<file path="src/rtl/fip_pkg.sv">
package fip_pkg;

  // Output line format, sampled at each period boundary.
  typedef enum logic {
    FMT_STEP_DIR = 1'b0,
    FMT_FWD_REV  = 1'b1
  } fmt_e;

endpackage

</file>
<file path="src/rtl/fip_period_timer.sv">
// Counts clocks inside the interpolation period, flags the boundary and
// latches the period length and pulse width for the coming period.
module fip_period_timer #(
  parameter int PERIOD_W = 16,
  parameter int WIDTH_W  = 8
) (
  input  logic                clk,
  input  logic                rst_n,
  input  logic [PERIOD_W-1:0] period_len,
  input  logic [WIDTH_W-1:0]  pulse_width,
  output logic                period_end,
  output logic                period_first,
  output logic [PERIOD_W-1:0] new_period,
  output logic [PERIOD_W-1:0] act_period,
  output logic [WIDTH_W-1:0]  new_width,
  output logic [WIDTH_W-1:0]  act_width
);

  localparam int CW = PERIOD_W + 1;

  // A period shorter than two clocks cannot hold a pulse and its gap.
  function automatic logic [PERIOD_W-1:0] clamp_period(input logic [PERIOD_W-1:0] p);
    return (p < PERIOD_W'(2)) ? PERIOD_W'(2) : p;
  endfunction

  function automatic logic [WIDTH_W-1:0] clamp_width(input logic [WIDTH_W-1:0] w);
    return (w == '0) ? WIDTH_W'(1) : w;
  endfunction

  logic [PERIOD_W-1:0] cnt_q;

  assign new_period = clamp_period(period_len);
  assign new_width  = clamp_width(pulse_width);

  // act_period is zero only straight after reset, which makes the first
  // clock a boundary.
  assign period_end = ({1'b0, cnt_q} + CW'(1)) >= {1'b0, act_period};

  always_ff @(posedge clk) begin
    if (!rst_n) begin
      cnt_q        <= '0;
      act_period   <= '0;
      act_width    <= WIDTH_W'(1);
      period_first <= 1'b0;
    end else begin
      period_first <= period_end;
      if (period_end) begin
        cnt_q      <= '0;
        act_period <= new_period;
        act_width  <= new_width;
      end else begin
        cnt_q <= cnt_q + PERIOD_W'(1);
      end
    end
  end

endmodule

</file>
<file path="src/rtl/fip_incr_buffer.sv">
// Holds the waiting increment and loads the active magnitude, sign and
// format at each boundary, clipping the magnitude to what fits.
module fip_incr_buffer #(
  parameter int INC_W    = 16,
  parameter int PERIOD_W = 16,
  parameter int WIDTH_W  = 8
) (
  input  logic                    clk,
  input  logic                    rst_n,
  input  logic                    period_end,
  input  logic signed [INC_W-1:0] inc_in,
  input  logic                    inc_valid,
  input  logic                    fmt_sel,
  input  logic [PERIOD_W-1:0]     new_period,
  input  logic [WIDTH_W-1:0]      new_width,
  output logic [PERIOD_W-1:0]     mag_q,
  output logic                    neg_q,
  output fip_pkg::fmt_e           fmt_q,
  output logic                    req_next,
  output logic                    overrun
);

  localparam int CMPW = (INC_W > PERIOD_W) ? INC_W : PERIOD_W;

  function automatic logic [INC_W-1:0] magnitude(input logic signed [INC_W-1:0] v);
    logic [INC_W-1:0] u;
    u = v;
    return v[INC_W-1] ? (~u + INC_W'(1)) : u;
  endfunction

  // Largest count whose pulses and gaps of equal width fit in the period.
  function automatic logic [PERIOD_W-1:0] pulse_limit(input logic [PERIOD_W-1:0] p,
                                                      input logic [WIDTH_W-1:0]  w);
    return (p >> 1) / PERIOD_W'(w);
  endfunction

  logic signed [INC_W-1:0] shad_q;
  logic                    shad_full_q;
  logic signed [INC_W-1:0] pick_inc;
  logic [INC_W-1:0]        pick_mag;
  logic [PERIOD_W-1:0]     lim;
  logic [PERIOD_W-1:0]     eff;
  logic                    sat;

  always_comb begin
    if (shad_full_q)    pick_inc = shad_q;
    else if (inc_valid) pick_inc = inc_in;
    else                pick_inc = '0;
    pick_mag = magnitude(pick_inc);
    lim      = pulse_limit(new_period, new_width);
    sat      = CMPW'(pick_mag) > CMPW'(lim);
    eff      = sat ? lim : PERIOD_W'(pick_mag);
  end

  assign req_next = !shad_full_q;

  always_ff @(posedge clk) begin
    if (!rst_n) begin
      shad_q      <= '0;
      shad_full_q <= 1'b0;
      mag_q       <= '0;
      neg_q       <= 1'b0;
      fmt_q       <= fip_pkg::FMT_STEP_DIR;
      overrun     <= 1'b0;
    end else begin
      if (period_end) begin
        mag_q <= eff;
        neg_q <= pick_inc[INC_W-1];
        fmt_q <= fip_pkg::fmt_e'(fmt_sel);
        if (sat) overrun <= 1'b1;
        // A value written on the boundary while another waits stays queued.
        if (shad_full_q && inc_valid) begin
          shad_q      <= inc_in;
          shad_full_q <= 1'b1;
        end else begin
          shad_full_q <= 1'b0;
        end
      end else if (inc_valid) begin
        shad_q      <= inc_in;
        shad_full_q <= 1'b1;
      end
    end
  end

endmodule

</file>
<file path="src/rtl/fip_dda.sv">
// Rate accumulator: adds the magnitude each clock and requests a pulse
// each time the sum crosses the period length.
module fip_dda #(
  parameter int PERIOD_W = 16
) (
  input  logic                clk,
  input  logic                rst_n,
  input  logic                period_end,
  input  logic [PERIOD_W-1:0] new_period,
  input  logic [PERIOD_W-1:0] act_period,
  input  logic [PERIOD_W-1:0] mag,
  output logic                fire,
  output logic [PERIOD_W-1:0] acc_q
);

  localparam int CW = PERIOD_W + 1;

  function automatic logic [PERIOD_W-1:0] start_phase(input logic [PERIOD_W-1:0] p);
    return p >> 1;
  endfunction

  logic [CW-1:0] sum;

  assign sum  = CW'(acc_q) + CW'(mag);
  // The half-period start phase keeps the boundary clock free of crossings.
  assign fire = !period_end && (sum >= CW'(act_period));

  always_ff @(posedge clk) begin
    if (!rst_n) begin
      acc_q <= '0;
    end else if (period_end) begin
      acc_q <= start_phase(new_period);
    end else if (fire) begin
      acc_q <= PERIOD_W'(sum - CW'(act_period));
    end else begin
      acc_q <= PERIOD_W'(sum);
    end
  end

endmodule

</file>
<file path="src/rtl/fip_pulse_shaper.sv">
// Stretches each request to the configured width and maps it onto the
// two output lines according to the active format.
module fip_pulse_shaper #(
  parameter int WIDTH_W = 8
) (
  input  logic               clk,
  input  logic               rst_n,
  input  logic               fire,
  input  logic [WIDTH_W-1:0] act_width,
  input  logic               neg,
  input  fip_pkg::fmt_e      fmt,
  output logic               pulse_a,
  output logic               pulse_b,
  output logic               pulse_on
);

  logic [WIDTH_W-1:0] left_q;

  assign pulse_on = (left_q != '0);

  always_ff @(posedge clk) begin
    if (!rst_n) begin
      left_q <= '0;
    end else if (fire) begin
      left_q <= act_width;
    end else if (pulse_on) begin
      left_q <= left_q - WIDTH_W'(1);
    end
  end

  always_comb begin
    case (fmt)
      fip_pkg::FMT_FWD_REV: begin
        pulse_a = pulse_on & !neg;
        pulse_b = pulse_on & neg;
      end
      default: begin
        pulse_a = pulse_on;
        pulse_b = neg;
      end
    endcase
  end

endmodule

</file>
<file path="src/rtl/fine_interp_pulse.sv">
// One-axis fine interpolator: spreads a signed count evenly over a period.
module fine_interp_pulse #(
  parameter int PERIOD_W = 16,
  parameter int INC_W    = 16,
  parameter int WIDTH_W  = 8
) (
  input  logic                    clk,
  input  logic                    rst_n,
  input  logic [PERIOD_W-1:0]     period_len,
  input  logic [WIDTH_W-1:0]      pulse_width,
  input  logic                    fmt_sel,
  input  logic signed [INC_W-1:0] inc_in,
  input  logic                    inc_valid,
  output logic                    pulse_a,
  output logic                    pulse_b,
  output logic                    req_next,
  output logic                    overrun
);

  // Internal events, named so the checker can reach them.
  logic                period_end;
  logic                period_first;
  logic [PERIOD_W-1:0] new_period;
  logic [PERIOD_W-1:0] act_period;
  logic [WIDTH_W-1:0]  new_width;
  logic [WIDTH_W-1:0]  act_width;
  logic [PERIOD_W-1:0] mag_q;
  logic                neg_q;
  fip_pkg::fmt_e       fmt_q;
  logic                fire;
  logic [PERIOD_W-1:0] acc_q;
  logic                pulse_on;

  fip_period_timer #(.PERIOD_W(PERIOD_W), .WIDTH_W(WIDTH_W)) u_timer (
    .clk(clk), .rst_n(rst_n),
    .period_len(period_len), .pulse_width(pulse_width),
    .period_end(period_end), .period_first(period_first),
    .new_period(new_period), .act_period(act_period),
    .new_width(new_width), .act_width(act_width)
  );

  fip_incr_buffer #(.INC_W(INC_W), .PERIOD_W(PERIOD_W), .WIDTH_W(WIDTH_W)) u_buf (
    .clk(clk), .rst_n(rst_n), .period_end(period_end),
    .inc_in(inc_in), .inc_valid(inc_valid), .fmt_sel(fmt_sel),
    .new_period(new_period), .new_width(new_width),
    .mag_q(mag_q), .neg_q(neg_q), .fmt_q(fmt_q),
    .req_next(req_next), .overrun(overrun)
  );

  fip_dda #(.PERIOD_W(PERIOD_W)) u_dda (
    .clk(clk), .rst_n(rst_n), .period_end(period_end),
    .new_period(new_period), .act_period(act_period), .mag(mag_q),
    .fire(fire), .acc_q(acc_q)
  );

  fip_pulse_shaper #(.WIDTH_W(WIDTH_W)) u_shape (
    .clk(clk), .rst_n(rst_n), .fire(fire), .act_width(act_width),
    .neg(neg_q), .fmt(fmt_q),
    .pulse_a(pulse_a), .pulse_b(pulse_b), .pulse_on(pulse_on)
  );

endmodule

</file>
<file path="config.mk">
export PLATFORM = sky130hd
export DESIGN_NAME = fine_interp_pulse
export DESIGN_NICKNAME = d
export VERILOG_FILES = /design/src/rtl/fip_pkg.sv /design/src/rtl/fip_period_timer.sv /design/src/rtl/fip_incr_buffer.sv /design/src/rtl/fip_dda.sv /design/src/rtl/fip_pulse_shaper.sv /design/src/rtl/fine_interp_pulse.sv
export SDC_FILE = /design/constraint.sdc
export NUM_CORES = 1
export LEC_CHECK = 0
export ABC_AREA = 1
export BUFFER_PORTS_ARGS = -buffer_cell sky130_fd_sc_hd__buf_4
export CAP_MARGIN = 20
export CORE_MARGIN = 4
export CORE_UTILIZATION = 45
export DETAILED_ROUTE_END_ITERATION = 6
export PLACE_DENSITY_LB_ADDON = 0.1
export SYNTH_ARGS = -nofsm -noshare
export SYNTH_HDL_FRONTEND = slang
export SYNTH_HIERARCHICAL = 1
export SYNTH_SLANG_ARGS = --single-unit
</file>
<file path="constraint.sdc">
create_clock -name clk -period 85.7 [get_ports clk]
set_clock_uncertainty 0.05 [all_clocks]
set_input_delay 21.425 -clock clk [delete_from_list [all_inputs] [get_ports clk]]
set_output_delay 21.425 -clock clk [all_outputs]
set_load 0.02 [all_outputs]
</file>
# Word level (Yosys, flattened, before mapping)
# Cells that the tools add are included.
[totals] ff_bits=100 inputBits=44 output_inout_bits=4 word_cells=58
[op_classes] addsub=6 div_mod_pow=1 n_lt_le_gt_ge=4 eq_ne=1 muxes=18 bitwise=4 n_reduce_logical=12
[ops] cell="$mux W16" n=9
[ops] cell="$ge A17 B16 Y1" n=2
[ops] cell="$add A16 B1 Y16 const B" n=2
[ops] cell="$mux W8" n=3
[ops] cell="$add A16 B1 Y17 const B" n=1
[ops] cell="$add A16 B16 Y17" n=1
[ops] cell="$div A15 B8 Y16" n=1
[ops] cell="$gt A16 B16 Y1" n=1
[ops] cell="$lt A16 B2 Y1 const B" n=1
[ops] cell="$not A16 Y16" n=1
[ops] cell="$sub A16 B16 Y16" n=1
[ops] cell="$mux W15" n=1
[ops] cell="$logic_not A8 Y1" n=1
[ops] cell="$reduce_bool A8 Y1" n=1
[ops] cell="$sub A8 B1 Y8 const B" n=1
[ops] cell="$mux W1" n=5
[ops] cell="$reduce_and A2 Y1" n=2
[ops] cell="$reduce_bool A2 Y1" n=2
[ops] cell="$logic_not A1 Y1" n=3
[ops] cell="$and A1 B1 Y1" n=2
[ops] cell="$logic_and A1 B1 Y1" n=2
[ops] cell="$ne A2 B2 Y1 const B" n=1
[ops] cell="$reduce_or A2 Y1" n=1
[ops] cell="$not A1 Y1" n=1

# Depth between registers and ports, before layout
# Gate-level depths: netlist of run 1.
[depth] ltp_word=7 ltp_mapped=222 mapped_depth_nobuf=211

# Modules after synthesis
# The synthesis of run 1 kept the hierarchy.
[by_module_without_submodules] mod="fip_incr_buffer" n_inst=1 cells_each=1374 area_each_um2=8236.6
[by_module_without_submodules] mod="fip_dda" n_inst=1 cells_each=510 area_each_um2=2996.6
[by_module_without_submodules] mod="fip_period_timer" n_inst=1 cells_each=347 area_each_um2=2491.1
[by_module_without_submodules] mod="fip_pulse_shaper" n_inst=1 cells_each=73 area_each_um2=568.0

# Worst setup path before layout of run 1
# No wires, ideal clock.
[synth_timing] path_kind="input -> register" startpoint="input pulse_width[1]" endpoint="register u_buf.mag_q[6]" t_arrival_ps=47836 required_ps=85518 path_slack_ps=37681 cell_stages=206 path_cell_list="nor4_1 -> a21o_1 -> inv_1 -> ha_1 -> o21ai_1 -> nand2_1 -> nand2_2 -> nand2_1 -> nand2_1 -> ha_1 -> nand2_1 -> nand3_1 -> nand2_1 -> nand2_1 -> nand2_4 -> nand2_1 -> and2_1 -> ha_1 -> [... 170 more ...] -> nor2_2 -> nand2_1 -> nor2_2 -> nand2_2 -> ha_1 -> inv_1 -> a21oi_1 -> o21ai_0 -> nand2_1 -> o211ai_1 -> nand2_1 -> o2111ai_1 -> nand2_1 -> inv_1 -> nor2_1 -> clkbuf_1 -> a22oi_1 -> a21oi_1"
[synth_between] elab_chain_len=5
[synth_rtl] item="start: declaration" line="fine_interp_pulse.sv:10" source="input logic [WIDTH_W-1:0] pulse_width,"
[synth_rtl] item="$logic_not A8 Y1 *" line="fip_period_timer.sv:27" source="return (w == '0) ? WIDTH_W'(1) : w;"
[synth_rtl] item="$mux W8 *" line="fip_period_timer.sv:27"
[synth_rtl] item="net new_width[0]" line="fine_interp_pulse.sv:25" source="logic [WIDTH_W-1:0] new_width;"
[synth_rtl] item="$div A15 B8 Y16 *" line="fip_incr_buffer.sv:34" source="return (p >> 1) / PERIOD_W'(w);"
[synth_rtl] item="$gt A16 B16 Y1" line="fip_incr_buffer.sv:51" source="sat = CMPW'(pick_mag) > CMPW'(lim);"
[synth_rtl] item="$mux W16 *" line="fip_incr_buffer.sv:52" source="eff = sat ? lim : PERIOD_W'(pick_mag);"
[synth_rtl] item="end signal: assignment" line="fip_incr_buffer.sv:61" source="mag_q <= '0;"
[synth_rtl] item="end signal: assignment" line="fip_incr_buffer.sv:67" source="mag_q <= eff;"
[synth_rtl] item="end: declaration" line="fip_incr_buffer.sv:16" source="output logic [PERIOD_W-1:0] mag_q,"
# The timed path passes the listed nets; every way through them passes the cells marked *.
# A chain may end at the register's enable or synchronous reset.

# Worst setup path in the final report of run 1
[layout_timing] startpoint="input pulse_width[1]" endpoint="register u_buf.mag_q[12]"
# The elaborated chain is that of the path after synthesis.

==> results of run 1 <==
-- how the worst min path moves through the flow --
stage / endpoint / slack (ns) / depth (start not counted)
after floorplan: u_timer/cnt_q[0] / 0.38 / 1
after global placement: u_buf/shad_q[9] / 0.40 / 2
after detailed placement: u_buf/shad_q[9] / 0.40 / 2
after CTS: u_buf/shad_q[9] / 0.41 / 2
after global routing: u_buf/shad_q[8] / 0.43 / 2
final: u_buf/shad_q[9] / 0.41 / 2
-- placed cells by master (no fill, tap or decap), drive strengths merged, types with 2 or more instances in the layout --
| cell | count |
|---|---|
| o211ai | 6 |
| o31ai | 5 |
| a22oi | 2 |
| nor4 | 4 |
| buf | 57 |
| o21bai | 15 |
| a31oi | 11 |
| nand4 | 69 |
| or2 | 19 |
| nor3 | 20 |
| dfxtp | 100 |
| clkinv | 6 |
| o21ai | 111 |
| xor2 | 60 |
| a21o | 16 |
| and2 | 6 |
| nand3 | 217 |
| a211oi | 2 |
| nand3b | 9 |
| a21oi | 93 |
| clkbuf | 9 |
| a221oi | 5 |
| ha | 168 |
| fa | 2 |
| nand2 | 695 |
| nor3b | 2 |
| inv | 342 |
| xnor2 | 27 |
| nor2 | 197 |
| a21boi | 3 |
| o21a | 7 |
-- registers in the layout (all words and copies together), names as in the netlist --
signal	count
u_shape/left_q	8
u_buf/fmt_q	1
u_buf/shad_full_q	1
u_buf/shad_q	16
u_buf/overrun	1
u_buf/neg_q	1
u_dda/acc_q	16
u_timer/act_period	16
u_buf/mag_q	16
u_timer/cnt_q	16
u_timer/act_width	8
-- worst min-delay path: cells and delay by family, from the launching register on --
kind,cells,cell delay [ns]
AOI/OAI and AO/OA,1,0.05
DFF,1,0.31
and+or+nand+nor,1,0.06
-- metrics by stage --
step | cell area [um2] | setup slack [ns]
finish | 15100 | 33.66
global route | 15100 | 30.23
CTS | 15000 | 33.84
detailed placement | 14700 | 33.53
global placement | 14700 | 34.40
floorplan | 14300 | 37.68
-- layer usage --
layer,global-route usage [%],wire [um]
met2,40.7,19000
met3,2.11,1540
met5,0,0
met1,31.1,19300
met4,5.63,693
-- final cells by class --
type	count	share of cell area [%]
multi-input cells	1778	69.8
well taps	396	3.29
inverters	343	8.65
flip-flops and latches	100	13.3
clock buffers	9	1.49
clock inverters	7	0.457
repair buffers	57	2.97
==> summary.md, run 1 <==
| Metric | Value |
|---|---|
| Vias | `14071` |
| Wire length after detailed routing | `slightly above 40000 um` |
| Critical path's top delay family | `simple AND/OR/NAND/NOR gates` |
| Layout cell share with drive strength beyond 1 | `a little under an eighth` |
| Clock buffer depth | `2` |
| Vias in the first global route | `around 13000` |
| Period utilisation layout | `about three fifths` |
| Syn Nets | `between 2000 and 3000` |
| Cts repair resizes | `0` |
| Max Cap Violations | `0` |
| Final GP Congestion | `about 0.9` |
| Worst setup SP type | `primary input` |
| WHS | `0.410 ns` |
| Slowest cell delay on critical path | `approximately 0.64 ns` |
| Clock root buffer | `clkbuf_16` |
| Slew HR | `32.6%` |
| Layout Nets | `2503` |
| Slowest stage cell on the critical path | `nor2_1` |
| Register area | `approximately 0.002 mm2` |
| Tmin final | `approximately 52 ns` |
| RR Endpoint | `u_buf/mag_q[11]` |
| FF-to-FF Start | `u_buf/shad_full_q` |
| Stages on worst setup path | `roughly 190` |
| WP data arrival | `approximately 52 ns` |
| Crit end category | `register` |
| RSZ-0062 raised after global routing | `no` |
| Drt initial violations | `~900` |
| FF-to-FF path depth | `26` |
| Die Span Y | `between 150 and 200 um` |
| Fillers | `between 3000 and 4000` |
| Clock latency on the worst-skew pair | `0.36 ns` |
| Area Growth Syn to Fin | `5.64%` |
| FMAX | `a little under 20 MHz` |
| Area of the multi-input gates | `0.0105 mm2` |
| Largest net degree at the start of global routing | `70` |
| Type of the worst min-delay path | `reg2reg` |
| Total congestion overflow | `0` |
| HP Start | `u_buf/shad_q[9]` |
| Core Area | `0.0309 mm2` |
| Global-route wire length before repair | `65800 um` |
| Worst path most repeated cell | `nand2_1` |
| Kind of critical path | `in2reg` |
| Final Hold Viols | `0` |
| Syn Inst Count | `approximately 2300` |
| Gr usage total | `23.3%` |
| Final setup vio count | `0` |
| H-tree levels | `3` |
| Die Wd | `around 190 um` |
| Slew @ Worst Pin | `1.01 ns` |
| Buffer count from post-CTS setup fixing | `0` |
| Diode count | `0` |
| Overall die area | `0.0346 mm2` |
| Flop-to-flop setup slack | `around 80 ns` |
| Average vias per placed instance | `between 5 and 6` |
| Status | `finished clean` |
| Ports | `48` |
| Number of port buffers | `between 40 and 50` |
| Fin util | `between 40% and 50%` |
| Cell Rows | `64` |
| Syn_area_per_cell | `6.20 um2` |
| CTS Hold Buffers Added | `0` |
| Initial antenna violation count | `0` |
| Initial Util | `between 40% and 50%` |
| CTS sink count | `100` |
| Post-Place Cells | `between 2000 and 3000` |
| Worst Path Max Fanout | `15` |
| Buf+Inv Stages, Crit Path | `29` |
| DRC Markers | `0` |
| Critical path required time | `around 86 ns` |
| Cell Area, Synth | `roughly 0.014 mm2` |
| DRT Pass-1 Iters | `5` |
| Routed length per instance | `between 15 and 20 um` |
| Number of synthesis warnings | `6` |
| Worst setup path startpoint | `pulse_width[1]` |
| Layout Cells excl Fill | `2690` |
| Critical path capture point | `u_buf/mag_q[12]` |
| Total Neg Setup Slack | `0 ns` |
| Post-DRT Antenna Nets | `0` |
| DP HPWL | `about 33000 um` |
| Cts bufs inserted | `9` |
| Clock-pin slew on the worst setup and hold paths | `0.08 ns` |
| CTS tree | `built` |
| Pins Over Slew Limit | `0` |
Power of run 1 is not shown: default switching activity piles up to over one toggle a cycle in this logic, so the estimate is an artifact.
==> inputs of run 2 (changes only) <==
==> constraint.sdc (replaced) <==
create_clock -name clk -period 46.2 [get_ports clk]
set_clock_uncertainty 0.05 [all_clocks]
set_input_delay 11.55 -clock clk [delete_from_list [all_inputs] [get_ports clk]]
set_output_delay 11.55 -clock clk [all_outputs]
set_load 0.02 [all_outputs]
==> summary.md, run 2 (same netlist as run 1, synthesis figures left out) <==
| Metric | Value |
|---|---|
| Cell Rows | `64` |
| Max Cap Violations | `0` |
| Worst setup SP type | `primary input` |
| Buffer count from post-CTS setup fixing | `0` |
| Total Neg Setup Slack | `0 ns` |
| Type of the worst min-delay path | `reg2reg` |
| Tmin final | `42.02 ns` |
| Clock root buffer | `clkbuf_16` |
| Clock latency on the worst-skew pair | `roughly 0.37 ns` |
| CTS tree | `built` |
| Status | `finished clean` |
| Core Area | `0.0309 mm2` |
| Gr usage total | `between 20% and 30%` |
| Kind of critical path | `in2reg` |
| Layout cell share with drive strength beyond 1 | `roughly 11%` |
| Overall die area | `~0.035 mm2` |
| Area Growth Syn to Fin | `5.66%` |
| Cts repair resizes | `0` |
| Critical path required time | `46.45 ns` |
| Initial antenna violation count | `0` |
| Ports | `48` |
| Clock buffer depth | `2` |
| DRT Pass-1 Iters | `5` |
| Crit end category | `register` |
| Cts bufs inserted | `9` |
| Slowest stage cell on the critical path | `nor2_1` |
| Number of port buffers | `47` |
| Initial Util | `46.1%` |
| Wire length after detailed routing | `~40000 um` |
| Total congestion overflow | `0` |
| Vias | `14129` |
| Highest metal used | `met4` |
| Vias in the first global route | `13273` |
| Clock-pin slew on the worst setup and hold paths | `roughly 0.080 ns` |
| Most common cell after layout, fill and taps aside | `nand2_1` |
| Worst Path Max Fanout | `15` |
| Die Wd | `between 150 and 200 um` |
| Largest net degree at the start of global routing | `70` |
| Slew @ Worst Pin | `0.995 ns` |
| H-tree levels | `3` |
| Slew HR | `~33%` |
| Buf+Inv Stages, Crit Path | `28` |
| Routed length per instance | `~15 um` |
| WP data arrival | `42.27 ns` |
| Layout Nets | `2503` |
| DRC Markers | `0` |
| Post-DRT Antenna Nets | `0` |
| WL met3 | `1600 um` |
| Slowest cell delay on critical path | `slightly above 0.6 ns` |
| CTS Hold Buffers Added | `0` |
| Pins Over Slew Limit | `0` |
| Die Span Y | `~190 um` |
| Average vias per placed instance | `about 5.3` |
| Drt initial violations | `743` |
| Global-route wire length before repair | `around 66000 um` |
| Most frequent cells in the layout | `nand2_1 (655), inv_1 (311), nand3_1 (171)` |
| Final Hold Viols | `0` |
| RSZ-0062 raised after global routing | `no` |
| Met2 WL | `roughly 19000 um` |
| CTS sink count | `100` |
| FMAX | `roughly 24 MHz` |
| Period utilisation layout | `about nine tenths` |
| DP HPWL | `approximately 33000 um` |
| Critical path's top delay family | `simple AND/OR/NAND/NOR gates` |
| Final GP Congestion | `0.907` |
| Final setup vio count | `0` |
| Worst path most repeated cell | `nand2_1` |
| Wire length on met1 | `approximately 19000 um` |
## run 2: cell types whose count changed in the layout (fill, tap and decap cells not counted), sizes merged
cell    previous run  this run
clkinv             6         7
diode              0         1
inv              342       341
## run 2: final timing paths
| path | startpoint | endpoint | slack, ns | cells after the start |
|---|---|---|---|---|
| setup reg to reg | u_buf/shad_full_q | u_buf/mag_q[11] | 40.73 | 26 |
| hold / removal | u_buf/shad_q[14] | u_buf/shad_q[14] | 0.41 | 2 |
| setup / recovery | pulse_width[1] | u_buf/mag_q[12] | 4.18 | 194 |
| hold reg to reg | u_buf/shad_q[14] | u_buf/shad_q[14] | 0.41 | 2 |
## run 2: metal layers
layer	track usage [%]	vias to the layer above
met5	0	-
met4	6.12	0
met3	2.68	52
met2	40.2	270
met1	31.1	6386
li1	-	7421
## run 2: worst register-to-register path: cells and delay by family, from the launching register on
kind            cells  cell delay (ns)
compound gates      3             0.87
xor+xnor            1             0.17
fa+ha+maj           2             0.54
buf+inv             8             0.81
flops               1             0.36
simple gates       12             2.64
## run 2: per-stage QoR
stage               utilization [%]  area [um2]  instances  worst slack (ns)  hold WS (ns)
global placement               47.7       14700       2673              4.78         0.396
global route                   48.7       15100       2690             0.473         0.429
detailed placement             47.7       14700       2673              3.86         0.400
floorplan                         -       14300       2301              8.06         0.379
finish                         48.7       15100       2691              4.18         0.412
CTS                            48.7       15000       2689              4.17         0.412
## run 2: final cells by class
type / count / area (um2)
inverter: 343 / 1300
fill: 3260 / 15800
antenna: 1 / 2.50
clock buffer: 9 / 225
timing repair buffer: 57 / 448
sequential: 100 / 2000
multi-input combinational: 1778 / 10500
clock inverter: 7 / 68.8
tap: 396 / 495
Power of run 2 is left out for the same reason.
==> inputs of run 3 (changes only) <==
--- a/config.mk
+++ b/config.mk
@@ -14,5 +14,4 @@
 export PLACE_DENSITY_LB_ADDON = 0.1
 export SYNTH_ARGS = -nofsm -noshare
 export SYNTH_HDL_FRONTEND = slang
-export SYNTH_HIERARCHICAL = 1
 export SYNTH_SLANG_ARGS = --single-unit
==> summary.md, run 3 <==
| Metric | Value |
|---|---|
| Status | `finished clean` |
| Final Hold Viols | `0` |
| H-tree levels | `3` |
| Clock buffer depth | `2` |
| Crit end category | `register` |
| Adder-cell share of the synthesized area | `between 10% and 20%` |
| Average vias per placed instance | `~5.3` |
| DRC Markers | `0` |
| Total Neg Setup Slack | `0 ns` |
| Fillers | `2729` |
| FMAX | `approximately 24 MHz` |
| Syn Inst Count | `around 1900` |
| Max Cap Violations | `0` |
| Total congestion overflow | `0` |
| Ports | `48` |
| Simple-gate share of the synthesized area | `between 20% and 30%` |
| Synth unique cells | `65` |
| Post-DRT Antenna Nets | `0` |
| Buffer count from post-CTS setup fixing | `0` |
| DRT Pass-1 Iters | `5` |
| Area leader, netlist | `ha_1` |
| Slew @ Worst Pin | `0.848 ns` |
| CTS Hold Buffers Added | `0` |
| Type of the worst min-delay path | `reg2reg` |
| Area Growth Syn to Fin | `7.71%` |
| Cts repair resizes | `0` |
| RSZ-0062 raised after global routing | `no` |
| Clock-pin slew on the worst setup and hold paths | `around 0.080 ns` |
| Critical path required time | `46.39 ns` |
| Die Span Y | `roughly 170 um` |
| Vias in the first global route | `~11000` |
| Vias | `~12000` |
| WP data arrival | `about 42 ns` |
| Worst path most repeated cell | `nand2_1` |
| Worst Path Max Fanout | `18` |
| Register area share after synthesis | `about 16%` |
| Syn Nets | `between 2000 and 2500` |
| Period utilisation layout | `between 90% and 100%` |
| Largest cells by area after synthesis | `ha_1 (17%), dfxtp_1 (16%), nand2_1 (12%), inv_1 (8.0%), o21ai_0 (6.8%)` |
| Final setup vio count | `0` |
| Worst setup SP type | `primary input` |
| Most common cell after layout, fill and taps aside | `nand2_1` |
| Wire length after detailed routing | `34700 um` |
| Diode count | `0` |
| Fin util | `~50%` |
| CTS tree | `built` |
| Routed length per instance | `15.5 um` |
| Setup WS pre-CTS | `4.36 ns` |
| Slowest stage cell on the critical path | `inv_1` |
| Overall die area | `approximately 0.030 mm2` |
| Cell Area, Synth | `roughly 0.012 mm2` |
| Clock root buffer | `clkbuf_16` |
| Most frequent cells in the layout | `nand2_1 (395), inv_1 (261), ha_1 (168)` |
| Register area | `0.00200 mm2` |
| Final WS setup | `roughly 4.6 ns` |
| Mux cell area share after synthesis | `0%` |
| Die Wd | `between 150 and 200 um` |
| Cell Rows | `59` |
| Global-route wire length before repair | `~57000 um` |
| Kind of critical path | `in2reg` |
| Cell with the most instances after synthesis | `nand2_1` |
| Final GP Congestion | `roughly 0.96` |
| Commonest cells post-synth | `nand2_1 (395), inv_1 (261), ha_1 (168)` |
| Xor and xnor area share after synthesis | `7.25%` |
| Pins Over Slew Limit | `0` |
| Synth Flop Type | `dfxtp_1` |
| Number of synthesis warnings | `0` |
| DP HPWL | `around 28000 um` |
| Top cell type's share of synthesized area | `about 17%` |
| Number of port buffers | `47` |
| Syn_area_per_cell | `6.49 um2` |
| Compound-cell area share of the yosys netlist | `about a fifth` |
| EDFF count, synth | `0` |
| Ys async rst share | `0%` |
| Initial antenna violation count | `0` |
| Drt initial violations | `867` |
| Largest net degree at the start of global routing | `45` |
| Core Area | `0.0264 mm2` |
| Slew HR | `between 40 and 50%` |
| CTS sink count | `100` |
| Clock latency on the worst-skew pair | `about 0.36 ns` |
| Area of the multi-input gates | `around 0.0089 mm2` |
| Slowest cell delay on critical path | `around 0.54 ns` |
| Tmin final | `approximately 42 ns` |
| Largest family of logic cells by synthesized area | `simple AND/OR/NAND/NOR gates` |
| Cts bufs inserted | `9` |
| Gr usage total | `a little under a quarter` |
| Layout cell share with drive strength beyond 1 | `under 10%` |
| Layout Nets | `~2100` |
| Initial Util | `a little under half` |
| Synth Register Bits | `100` |
-- run 3: final timing paths --
path	from	end	slack (ns)	depth (start not counted)
max	pulse_width[2]	u_buf.mag_q[2]	4.61	204
min	u_timer.act_width[4]	u_timer.act_width[4]	0.41	2
max reg2reg	u_buf.shad_full_q	u_buf.mag_q[2]	39.90	20
min reg2reg	u_timer.act_width[4]	u_timer.act_width[4]	0.41	2
-- run 3: kinds of logic (layout without fill, tap and decap cells) --
family / Yosys count / in the layout
xor+xnor: 101 / 101
compound gates: 400 / 400
other cells: 2 / 2
fa+ha+maj: 170 / 170
flops: 100 / 100
simple gates: 765 / 765
buf+inv: 341 / 359
-- run 3: per-stage QoR --
step	cell area [um2]	std cells	hold slack, ns
finish	13100	2232	0.406
detailed placement	12800	2216	0.391
global placement	12800	2216	0.385
floorplan	12200	1879	0.373
CTS	13100	2232	0.410
global route	13100	2232	0.435
-- run 3: area by class of cell --
| type | count | area share (%) |
|---|---|---|
| Sequential cell | 100 | 15.2 |
| Timing Repair Buffer | 55 | 3.14 |
| Tap cell | 335 | 3.19 |
| Multi-Input combinational cell | 1438 | 67.8 |
| Clock buffer | 10 | 1.82 |
| Inverter | 288 | 8.27 |
| Clock inverter | 6 | 0.590 |
-- run 3: worst max-delay path: cells and delay by family --
kind	cells	cell delay (ns)
xor gates and xnor gates	1	0.28
buffers and inverters	34	4.61
and+or+nand+nor	99	11.78
AOI/OAI and AO/OA	54	8.51
adders and majority gates	16	5.00
-- run 3: per-layer routing --
metal  global-route usage, %  vias to the layer above  wire [um]
li1                        -                     6278          -
met4                    6.15                        0        762
met2                    40.4                      218      16400
met5                       0                        -          0
met1                    29.5                     5392      16300
met3                    2.27                       37       1240
Power of run 3 is left out for the same reason.
